<file path="src/rtl/burst_cfg_cmd.sv">
module burst_cfg_cmd #(
  parameter int ADDR_W = 20,
  parameter int DATA_W = 8
) (
  input  logic              clk,
  input  logic              rst_n,
  input  logic              avd_n,
  input  logic              we_n,
  input  logic [ADDR_W-1:0] addr,
  input  logic [DATA_W-1:0] wdata,
  output logic [1:0]        burst_mode,
  output logic [5:0]        burst_len,
  output logic [2:0]        latency,
  output logic              cfg_update
);
  localparam logic [10:0] UNLOCK_A = 11'h555;
  localparam logic [10:0] UNLOCK_B = 11'h2AA;
  localparam logic [11:0] CMD_LOW  = 12'h555;
  localparam logic [DATA_W-1:0] KEY_A   = DATA_W'(8'hAA);
  localparam logic [DATA_W-1:0] KEY_B   = DATA_W'(8'h55);
  localparam logic [DATA_W-1:0] KEY_CFG = DATA_W'(8'hC0);

  typedef enum logic [1:0] {ST_IDLE, ST_UNL1, ST_UNL2} seq_t;

  logic [2:0] avd_sh, we_sh;
  logic avd_rise, we_rise;
  logic [ADDR_W-1:0] addr_q;
  seq_t state;
  logic [1:0] mode_sel;
  logic [2:0] ws_code;
  logic cfg_ok;

  always_ff @(posedge clk or negedge rst_n) begin
    if (!rst_n) begin
      avd_sh <= 3'b111;
      we_sh  <= 3'b111;
    end else begin
      avd_sh <= {avd_sh[1:0], avd_n};
      we_sh  <= {we_sh[1:0], we_n};
    end
  end

  assign avd_rise = avd_sh[1] & ~avd_sh[2];
  assign we_rise  = we_sh[1] & ~we_sh[2];

  always_ff @(posedge clk or negedge rst_n) begin
    if (!rst_n) addr_q <= '0;
    else if (avd_rise) addr_q <= addr;
  end

  assign mode_sel = addr_q[16:15];
  assign ws_code  = addr_q[14:12];
  assign cfg_ok   = (state == ST_UNL2) && (addr_q[11:0] == CMD_LOW) &&
                    (wdata == KEY_CFG) && (ws_code <= 3'd5);

  always_ff @(posedge clk or negedge rst_n) begin
    if (!rst_n) begin
      state <= ST_IDLE;
    end else if (we_rise) begin
      case (state)
        ST_IDLE: state <= (addr_q[10:0] == UNLOCK_A && wdata == KEY_A) ? ST_UNL1 : ST_IDLE;
        ST_UNL1: state <= (addr_q[10:0] == UNLOCK_B && wdata == KEY_B) ? ST_UNL2 : ST_IDLE;
        default: state <= ST_IDLE;
      endcase
    end
  end

  always_ff @(posedge clk or negedge rst_n) begin
    if (!rst_n) begin
      burst_mode <= 2'b00;
      burst_len  <= 6'd0;
      latency    <= 3'd7;
      cfg_update <= 1'b0;
    end else begin
      cfg_update <= we_rise && cfg_ok;
      if (we_rise && cfg_ok) begin
        burst_mode <= mode_sel;
        burst_len  <= (mode_sel == 2'b00) ? 6'd0 : (6'd4 << mode_sel);
        latency    <= ws_code + 3'd2;
      end
    end
  end
endmodule


</file>
<file path="config.mk">
export PLATFORM = sky130hd
export DESIGN_NAME = burst_cfg_cmd
export DESIGN_NICKNAME = d
export VERILOG_FILES = /design/src/rtl/burst_cfg_cmd.sv
export SDC_FILE = /design/constraint.sdc
export NUM_CORES = 1
export LEC_CHECK = 0
export BUFFER_PORTS_ARGS = -buffer_cell sky130_fd_sc_hd__buf_2
export CORE_MARGIN = 4
export CORE_UTILIZATION = 35
export CTS_CLUSTER_DIAMETER = 150
export DETAILED_ROUTE_END_ITERATION = 8
export PLACE_DENSITY = 0.57
export SYNTH_ARGS = -nofsm -noshare
export SYNTH_HDL_FRONTEND = slang
export SYNTH_SLANG_ARGS = --single-unit
</file>
<file path="constraint.sdc">
create_clock -name clk -period 2 [get_ports clk]
set_input_delay 0.4 -clock clk [delete_from_list [all_inputs] [get_ports clk]]
set_output_delay 0.4 -clock clk [all_outputs]
set_load 0.01 [all_outputs]
</file>
# --- Word level (Yosys, flattened, before mapping) ---
# Index checks and enable logic that the tools add are counted.
totals:
  register_bits: 37
  inputBits: 32
  output_inout_bits: 12
  elab_cells: 35
op_classes:
  n_addsub: 1
  order_cmp: 1
  eq_ne: 8
  shifts: 1
  n_mux: 4
  bitwise: 4
  reduce_logical: 8
ops:
  columns: ["op", "count"]
  rows:
  - ["8-bit equality test, second input constant", 2]
  - ["12-bit by 11-bit equality test with 1-bit output, second input constant", 1]
  - ["11-bit by 10-bit equality test with 1-bit output, second input constant", 1]
  - ["11-bit equality test, second input constant", 1]
  - ["8-bit by 7-bit equality test with 1-bit output, second input constant", 1]
  - ["1-bit logical AND", 6]
  - ["6-bit two-way mux", 1]
  - ["3-bit by 2-bit << shifter with 6-bit output, first input constant", 1]
  - ["2-bit zero test", 2]
  - ["2-bit case mux with 2 select lines", 1]
  - ["3-bit by 2-bit adder with 3-bit output, second input constant", 1]
  - ["3-bit less-or-equal comparator, second input constant", 1]
  - ["1-bit AND", 2]
  - ["2-bit by 1-bit equality test with 1-bit output, second input constant", 1]
  - ["2-bit equality test, second input constant", 1]
  - ["2-bit two-way mux", 1]
  - ["1-bit NOT", 2]
  - ["1-bit two-way mux", 1]

# --- Depth between registers and ports, before layout ---
# Gate-level depths: netlist of the first run.
logic_depth:
  depth_word: 5
  ltp_mapped: 5

# --- Worst setup path after synthesis of the first run ---
# OpenSTA, ideal clock, no wires.
synth_timing:
  kind: "register to register"
  startpoint: "register we_sh[1]"
  endpoint: "register burst_len[3]"
  setup_ns: 0.125
  arrival_time_ns: 1.809
  required_ns: 1.875
  setup_slack_ns: 0.066
  stages_incl_launch_ff: 5
  synth_period_minus_slack_ns: 1.934
  path_cell_list: "dfstp_2 nand2b_4 or4_4 nor3_4 mux2_2"
synth_via:
  elab_chain_cells: 2
synth_lines:
  columns: ["element", "line", "rtl"]
  rows:
  - ["from (decl)", "25", "logic [2:0] avd_sh, we_sh;"]
  - ["from (signal assigned)", "39", "we_sh <= {we_sh[1:0], we_n};"]
  - ["1-bit AND", "44", "assign we_rise = we_sh[1] & ~we_sh[2];"]
  - ["1-bit logical AND", "76", "if (we_rise && cfg_ok) begin"]
  - ["to (signal assigned)", "78", "burst_len <= (mode_sel == 2'b00) ? 6'd0 : (6'd4 << mode_sel);"]
  - ["to (decl)", "12", "output logic [5:0] burst_len,"]
# No other way between the ends.
# A chain may end at the register's enable or synchronous reset.

# --- Final worst setup path of the first run ---
layout_timing:
  startpoint: "register we_sh[1]"
  endpoint: "register burst_len[4]"
# Same word-level chain as after synthesis.

==> results of run 1 <==
final timing paths:
kind | slack (ns) | end | depth (start not counted) | from
max | 0.06 | burst_len[4]$_DFFE_PN0P_ | 5 | we_sh[1]$_DFF_PN1_
min | 0.17 | addr_q[12]$_DFFE_PN0P_ | 1 | rst_n
max reg2reg | 0.06 | burst_len[4]$_DFFE_PN0P_ | 5 | we_sh[1]$_DFF_PN1_
min reg2reg | 0.36 | avd_sh[1]$_DFF_PN1_ | 0 | avd_sh[0]$_DFF_PN1_
max in group asynchronous | 1.37 | addr_q[4]$_DFFE_PN0P_ | 1 | rst_n
min in group clk | 0.21 | avd_sh[0]$_DFF_PN1_ | 1 | avd_n
layer usage:
metal	share of wire	up-vias
met5	0	-
met4	0.021	0
met3	0.073	4
met2	0.48	25
met1	0.42	417
li1	-	425
cells in the mapped netlist, drive strengths merged:
master and n:
or4b 1, mux2i 2, ha 1, nor2 3
buf 3, o31ai 2, nor3 1, inv 2
nor2b 3, mux2 23, or4 1, nor4bb 5
nand2b 2, dfrtp 25, nand2 4, nand4 3
dfstp 9, nand3 1, conb 1, clkbuf 2
nor4b 1
layout by cell type (no fill, tap or decap):
| cell type | netlist | routed |
|---|---|---|
| buf_4 | 3 | 2 |
| clkinvlp_4 | 0 | 1 |
| nor4b_1 | 1 | 1 |
| dfrtp_1 | 25 | 25 |
| nor2b_1 | 3 | 3 |
| nand4_1 | 3 | 3 |
| nor3_4 | 1 | 1 |
| o31ai_1 | 2 | 2 |
| conb_1 | 1 | 3 |
| ha_1 | 1 | 1 |
| nor2_1 | 3 | 3 |
| nand3_1 | 1 | 1 |
| or4_4 | 1 | 1 |
| nor4bb_1 | 5 | 5 |
| mux2_2 | 23 | 23 |
| buf_2 | 0 | 37 |
| inv_1 | 2 | 2 |
| dfstp_2 | 9 | 9 |
| clkinv_2 | 0 | 1 |
| nand2b_1 | 1 | 1 |
| or4b_2 | 1 | 1 |
| clkbuf_8 | 0 | 6 |
| buf_12 | 0 | 1 |
| nand2_1 | 4 | 4 |
| nand2b_4 | 1 | 1 |
| mux2i_1 | 2 | 2 |
flip-flops by register name (all words and copies together) (netlist names):
register and count:
addr_q 17, avd_sh 3, burst_len 3, latency 3, we_sh 3, burst_mode 2, state 2, cfg_update 1
kinds of logic after synthesis:
kind of cell / Yosys count / synth area share
simple gates: 25 / 0.1327
buf+inv: 7 / 0.02691
compound gates: 2 / 0.01076
other cells: 1 / 0.002688
fa+ha+maj: 1 / 0.008967
mux: 25 / 0.2000
flops: 34 / 0.6179
power by group through the flow:
stage                     registers [mW]  clock network [mW]  logic (mW)
after floorplan                    0.789                   0      0.0905
after global placement             0.799                   0       0.136
after detailed placement           0.803                   0       0.141
after CTS                          0.791               0.532       0.142
after global routing               0.798               0.564       0.155
final                              0.791               0.509       0.138
area by class of cell:
cell class / instances / area, µm² / area share
well taps: 48 / 60.06 / 0.03436
clock inverters: 2 / 12.51 / 0.007158
flip-flops and latches: 34 / 862.1 / 0.4932
inverters: 2 / 7.507 / 0.004295
repair buffers: 40 / 220.2 / 0.1260
multi-input cells: 56 / 503.0 / 0.2878
clock buffers: 6 / 82.58 / 0.04724
worst max-delay path: stages, from the launching register on:
cell and delay, ns:
dfstp_2 0.56, nand2b_4 0.07, or4_4 0.51, nor3_4 0.22
buf_12 0.15, mux2_2 0.33
stage by stage:
step           worst slack (ns)  area, µm²  power, mW  utilization
6_report                0.05625       1748      1.438       0.4669
3_5_place_dp            0.04733       1653     0.9439       0.4415
4_1_cts                 0.04212       1748      1.464       0.4669
3_3_place_gp            0.07032       1653     0.9353       0.4415
2_1_floorplan           0.06644       1403     0.8793            -
5_1_grt                0.005390       1748      1.517       0.4669
==> flow_summary.toml, run 1 <==
[global_route]
grt_usage = 0.1081
grt_pass1_vias = 870
use_met3 = 0.05114
grt_overflow = 0
grt_pass1_wl_mm = 4.057
grt_use_met1 = 0.1230
antenna_found_initial = 0
grt_util_met2 = 0.1658
grt_max_degree = 35
top_usage_layer = "met2"

[finish]
diodes = 0
stdcell_count = 188
areaGrowthSynthToFinish_pct = 25.29
final_nets = 172
drive_gt1_frac = 0.6000
fillers = 368

[logic_synthesis]
synth_top_area_share = 0.4484
yosys_warnings = 0
synth_top_area_cell = "dfrtp_1"
synth.yosys.seq_area_share = 0.6179
synth.distinct_cells = 22
syn_inst = 95
synth_area_leaders = "dfrtp_1 45%, mux2_2 19%, dfstp_2 17%"
avgSynthCellArea_um2 = 14.69
yosys_register_bits = 34
netlist_area_um2 = 1395

[flow_run]
cap_viol_max_count = 0

[clock_network]
clk_latency_ns = 0.28
numCtsBuffers = 5
root_buffer = "clkbuf_8"
cts_tree = "yes"
hold_buffers = 0
clkTransAtPathRegs_ns = 0.07
cts_buffer_depth = 2
cts_resized = 0
post_cts_buffers = 0
htreeDepth = 2
cts_sinks = 34

[die]
start_util = 0.3727
rows = 22
pin_count = 44
coreArea_um2 = 3744
die_y_um = 71.14
die_area_um2 = 5060
die_width_um = 71.14

[power_and_ir_drop]
p_int_mw = 1.112
power.switching_uw = 326.1
p_sw_frac = 0.2268
p_per_area_nw_per_um2 = 822.5
clkPwrFrac = 0.354
p_leak_nw = 0.8216
seq_power_share = 0.550
vdd_drop_max_uv = 527.2
pwr-share-comb = 0.096

[timing]
finalCritPeriodShare = 0.9719
fin_setup_tns_ns = 0
period_needed_ns = 1.944
hold_slack_ns = 0.1696
hold_viol_final = 0
worst_slew_pin_slew_ns = 0.7106
final_max_slew_viol_count = 0
slew_headroom = 0.5262
grt_setup_unrepaired = "no"
setup_viol = 0
clock.fmax_mhz = 514.5
fin_skew_ns = 0.005152

[setup_path]
critPathKind = "flop to flop"
worstSetupEndpointType = "flop"
startpoint_type = "flop"
crit_path_max_fanout = 9
worstPathArrival_ns = 2.11
critPathRequiredTime_ns = 2.17

[drt]
drt_iter0_drc = 45
firstDrtPassIters = 4
finalWirelength_mm = 2.467
drc = 0
vias = 871
via_per_inst = 4.633
ant_nets = 0
wire_per_inst_um = 13.12

[placement]
place_hpwl_mm = 1.898
gp_routability_congestion = 0.6662
numPortBuffers = 37
dp_cells = 180

[hold_path]
min-delay-path-class = "input pin to async pin"

[status]
status = "completed"
No activity file was read; power rests on OpenSTA's default activity.
==> run 2: changes to the inputs <==
- RECOVER_POWER: default -> 50
==> run 2 against run 1 <==
  * The run now ends with capacitance limit, slew limit left
  * Cell count is the same
  * First-iteration DRC count is the same
  * Routed wire length is essentially flat
  * Design area is essentially flat
  * Worst setup slack is the same
  * Sequential power is essentially flat
  * Combinational power is essentially flat
  * Clock power is essentially flat
  * Critical path type unchanged
  * Critical endpoint unchanged
  * Largest power group unchanged
==> flow_summary.toml, run 2 (synthesis results as in run 1) <==
[setup_path]
timing.rr.start = "we_sh[1]$_DFF_PN1_"
startpoint_type = "flop"
r2r_setup_slack_ns = 0.06
slowest_stage = "dfstp_2"
crit_buf_inv = 1
worstPathArrival_ns = 2.11
critPathRequiredTime_ns = 2.17
critPathKind = "flop to flop"
cp.depth = 5
cpPeakStageDelay_ns = 0.56
critPathTopFamily = "simple AND/OR/NAND/NOR gates"
worstSetupEndpointType = "flop"
reg2reg_depth = 5
crit_path_max_fanout = 9
timing.rr.end = "burst_len[4]$_DFFE_PN0P_"
path_cells = "nand2b_4, or4_4, nor3_4, buf_12, mux2_2"

[timing]
setup_viol = 0
worst_slew_pin_slew_ns = 1.709
fin_skew_ns = 0.005152
fin_ws_ns = 0.05625
period_needed_ns = 1.944
clock.fmax_mhz = 514.5
hold_viol_final = 0
finalCritPeriodShare = 0.9719
fin_setup_tns_ns = 0
final_max_slew_viol_count = 35
grt_setup_unrepaired = "no"
slew_headroom = -0.1390

[clock_network]
root_buffer = "clkbuf_8"
numCtsBuffers = 5
cts_sinks = 34
hold_buffers = 0
cts_tree = "yes"
clk_latency_ns = 0.28
post_cts_buffers = 0
clkTransAtPathRegs_ns = 0.07
cts_resized = 0
cts_buffer_depth = 2
htreeDepth = 2

[status]
violations = "capacitance limit, slew limit"
status = "finished, violations left"

[hold_path]
hold_path_end = "avd_sh[0]$_DFF_PN1_"
min-delay-path-class = "input pin to flop"
min_from = "avd_n"
whs_path_depth = 1

[global_route]
grt_max_degree = 35
antenna_found_initial = 0
grt_pass1_vias = 870
grt_overflow = 0
grt_usage = 0.1081
grt_pass1_wl_mm = 4.057

[drt]
vias = 871
via_per_inst = 4.633
wire_per_inst_um = 13.13
drt_iter0_drc = 45
finalWirelength_mm = 2.469
drc = 0
firstDrtPassIters = 4
ant_nets = 0

[finish]
final_nets = 172
fillers = 369
final_cell_mix = "36 x buf_2, 25 x dfrtp_1, 23 x mux2_2, 9 x dfstp_2, 6 x clkbuf_8"
stdcell_count = 188
diodes = 0
mostFrequentLayoutCell = "buf_2"
areaGrowthSynthToFinish_pct = 25.20
drive_gt1_frac = 0.5929
top_register = "addr_q"
largest_reg_flops = 17

[placement]
place_hpwl_mm = 1.898
numPortBuffers = 37
dp_cells = 180
gp_routability_congestion = 0.6662
pre_cts_ws_ns = 0.04733

[die]
start_util = 0.3727
die_width_um = 71.14
coreArea_um2 = 3744
rows = 22
pin_count = 44
die_y_um = 71.14
die_area_um2 = 5060

[power_and_ir_drop]
vdd_drop_max_uv = 527.2
p_leak_nw = 0.8188
p_per_area_nw_per_um2 = 822.9

[flow_run]
cap_viol_max_count = 1
-- run 2: cell type report --
type                            instances  area [µm²]  area share
Sequential cell                        34       862.1      0.4936
Multi-Input combinational cell         56       503.0      0.2880
Timing Repair Buffer                   40       219.0      0.1254
Clock buffer                            6       82.58     0.04728
Tap cell                               48       60.06     0.03438
Clock inverter                          2       12.51    0.007163
Inverter                                2       7.507    0.004298
-- run 2: metal layers --
metal	routed length (µm)	share of wire	track usage	up-vias
li1	-	-	-	425
met3	180	0.073	0.05114	4
met5	0	0	0	-
met2	1195	0.48	0.1658	25
met4	53	0.021	0.06263	0
met1	1040	0.42	0.1230	417
-- run 2: how the worst max path moves through the flow --
| stage | start | slack, ns | endpoint |
|---|---|---|---|
| 2_1_floorplan | we_sh[1]$_DFF_PN1_ | 0.07 | burst_len[3]$_DFFE_PN0P_ |
| 3_3_place_gp | we_sh[1]$_DFF_PN1_ | 0.07 | burst_mode[1]$_DFFE_PN0P_ |
| 3_5_place_dp | we_sh[1]$_DFF_PN1_ | 0.05 | burst_len[4]$_DFFE_PN0P_ |
| 4_1_cts | we_sh[1]$_DFF_PN1_ | 0.04 | burst_len[4]$_DFFE_PN0P_ |
| 5_1_grt | we_sh[1]$_DFF_PN1_ | 0.005 | burst_len[3]$_DFFE_PN0P_ |
| 6_report | we_sh[1]$_DFF_PN1_ | 0.06 | burst_len[4]$_DFFE_PN0P_ |
-- run 2: power by group --
group          leakage (nW)  total (mW)  switching, mW  internal, mW
registers             0.400       0.791         0.0407         0.750
logic                 0.371       0.138         0.0529        0.0850
clock network        0.0472       0.509          0.232         0.276
-- run 2: stage by stage --
stage / power (mW) / instance area [µm²] / utilization / hold slack (ns)
4_1_cts: 1.464 / 1748 / 0.4669 / 0.1863
6_report: 1.437 / 1747 / 0.4666 / 0.2135
3_3_place_gp: 0.9353 / 1653 / 0.4415 / 0.3456
2_1_floorplan: 0.8793 / 1403 / - / 0.1044
5_1_grt: 1.516 / 1747 / 0.4666 / 0.1953
3_5_place_dp: 0.9439 / 1653 / 0.4415 / 0.3468
==> run 3: changes to the inputs <==
- GPL_TIMING_DRIVEN: default -> 0
==> run 3 against run 2 <==
  * The run still ends with capacitance limit, slew limit left
  * Cell count increased by 3.2%
  * Global-route usage decreased by 0.12 points
  * Via count increased by 3.4%
  * Worst setup slack improved by 0.047 ns
  * Core utilization increased by 0.60 points
  * Clock power decreased by 3%
  * Power decreased by 1.0%
  * Critical path depth unchanged
  * Clock-buffer cell count increased by 1
  * Largest cell class unchanged
  * Flip-flop and latch count unchanged
==> flow_summary.toml, run 3 (synthesis results as in run 1) <==
[timing]
hold_slack_ns = 0.2219
fin_ws_ns = 0.1032
finalCritPeriodShare = 0.9484
grt_setup_unrepaired = "no"
final_max_slew_viol_count = 35
setup_viol = 0
period_needed_ns = 1.897
clock.fmax_mhz = 527.2
slew_headroom = -0.1356
worst_slew_pin_slew_ns = 1.703
hold_viol_final = 0
fin_skew_ns = 0.002753

[power_and_ir_drop]
p_leak_nw = 0.8453
vdd_drop_max_uv = 456.2
p_per_area_nw_per_um2 = 804.2

[setup_path]
critPathRequiredTime_ns = 2.16
crit_path_max_fanout = 7
worstSetupEndpointType = "flop"
worstPathArrival_ns = 2.06
startpoint_type = "flop"
critPathKind = "flop to flop"

[finish]
diodes = 0
drive_gt1_frac = 0.5959
final_nets = 178
largest_reg_flops = 17
top_register = "addr_q"
areaGrowthSynthToFinish_pct = 26.82
final_cell_mix = "36 x buf_2, 25 x dfrtp_1, 23 x mux2_2, 9 x dfstp_2, 7 x buf_4"
mostFrequentLayoutCell = "buf_2"

[clock_network]
clkTransAtPathRegs_ns = 0.06
hold_buffers = 0
root_buffer = "clkbuf_8"
cts_buffer_depth = 2
cts_tree = "yes"
numCtsBuffers = 5
clk_latency_ns = 0.27
cts_sinks = 34
htreeDepth = 2

[global_route]
grt_max_degree = 35
grt_overflow = 0
grt_pass1_wl_mm = 4.091
antenna_found_initial = 0
grt_usage = 0.1070
grt_pass1_vias = 897

[drt]
ant_nets = 0
wire_per_inst_um = 12.78
met3WireLength_um = 163
via_per_inst = 4.644
wl_met2_mm = 1.272
wl_met1_um = 980
vias = 901
drt_iter0_drc = 23
finalWirelength_mm = 2.479
dr.max_layer_used = "met4"
drc = 0
firstDrtPassIters = 4

[flow_run]
cap_viol_max_count = 1

[placement]
place_hpwl_mm = 1.922
numPortBuffers = 37
gp_routability_congestion = 0.7275
pre_cts_ws_ns = -0.1275

[status]
violations = "capacitance limit, slew limit"
status = "finished, violations left"

[die]
start_util = 0.3727
die_width_um = 71.14
die_area_um2 = 5060
pin_count = 44
die_y_um = 71.14
rows = 22
coreArea_um2 = 3744

[hold_path]
min-delay-path-class = "input pin to flop"
[run 3: cell count changes in the layout (fill, tap and decap cells not counted)]
cell | previous run | this run
clkbuf_1 | 1 | 3
clkbuf_2 | 0 | 1
buf_4 | 2 | 7
buf_12 | 1 | 0
clkinvlp_4 | 1 | 0
[run 3: timing repair]
action | CTS | global route
setup endpoints to repair | 16 | 0
buffers inserted | 4 | 0
resized for setup | 1 | 0
endpoints found under the hold margin | 0 | 0
[run 3: cell type report]
class / instances / area [µm²]
tap: 48 / 60.06
inverter: 2 / 7.507
sequential: 34 / 862.1
fill: 373 / 1974
clock inverter: 1 / 5.005
timing repair buffer: 41 / 214.0
buffer: 5 / 31.28
multi-input combinational: 56 / 503.0
clock buffer: 7 / 86.33
[run 3: path summary, 6_finish.rpt]
path | from | end | slack (ns) | cells after the start
setup / recovery | we_sh[1]$_DFF_PN1_ | burst_len[3]$_DFFE_PN0P_ | 0.10 | 5
hold reg to reg | we_sh[0]$_DFF_PN1_ | we_sh[1]$_DFF_PN1_ | 0.36 | 0
min in group asynchronous | rst_n | addr_q[12]$_DFFE_PN0P_ | 0.56 | 1
max in group asynchronous | rst_n | addr_q[15]$_DFFE_PN0P_ | 0.45 | 1
hold / removal | we_n | we_sh[0]$_DFF_PN1_ | 0.22 | 1
setup reg to reg | we_sh[1]$_DFF_PN1_ | burst_len[3]$_DFFE_PN0P_ | 0.10 | 5
[run 3: critical path, cell delays in order (launching register included)]
cell,delay [ns]
dfstp_2,0.56
nand2b_4,0.07
or4_4,0.51
nor3_4,0.13
buf_4,0.18
mux2_2,0.33
[run 3: stage by stage]
| step | area, µm² | total power [mW] | utilization | TNS [ns] | instances |
|---|---|---|---|---|---|
| floorplan | 1403 | 0.8793 | - | 0 | 97 |
| detailed placement | 1648 | 0.9456 | 0.4402 | -1.273 | 182 |
| finish | 1769 | 1.423 | 0.4726 | 0 | 194 |
| global placement | 1648 | 0.9390 | 0.4402 | -0.6046 | 182 |
| global route | 1769 | 1.499 | 0.4726 | 0 | 194 |
| CTS | 1770 | 1.455 | 0.4729 | 0 | 194 |
[run 3: report_power, final]
group | internal (mW) | switching (mW)
Sequential | 0.750 | 0.0392
Combinational | 0.0870 | 0.0529
Clock | 0.277 | 0.216
Total | 1.11 | 0.308
[run 3: metal layers]
metal,global-route usage,up-vias
met1,0.1159,437
met3,0.03693,8
met5,0,-
li1,-,433
met2,0.1771,23
met4,0.06889,0
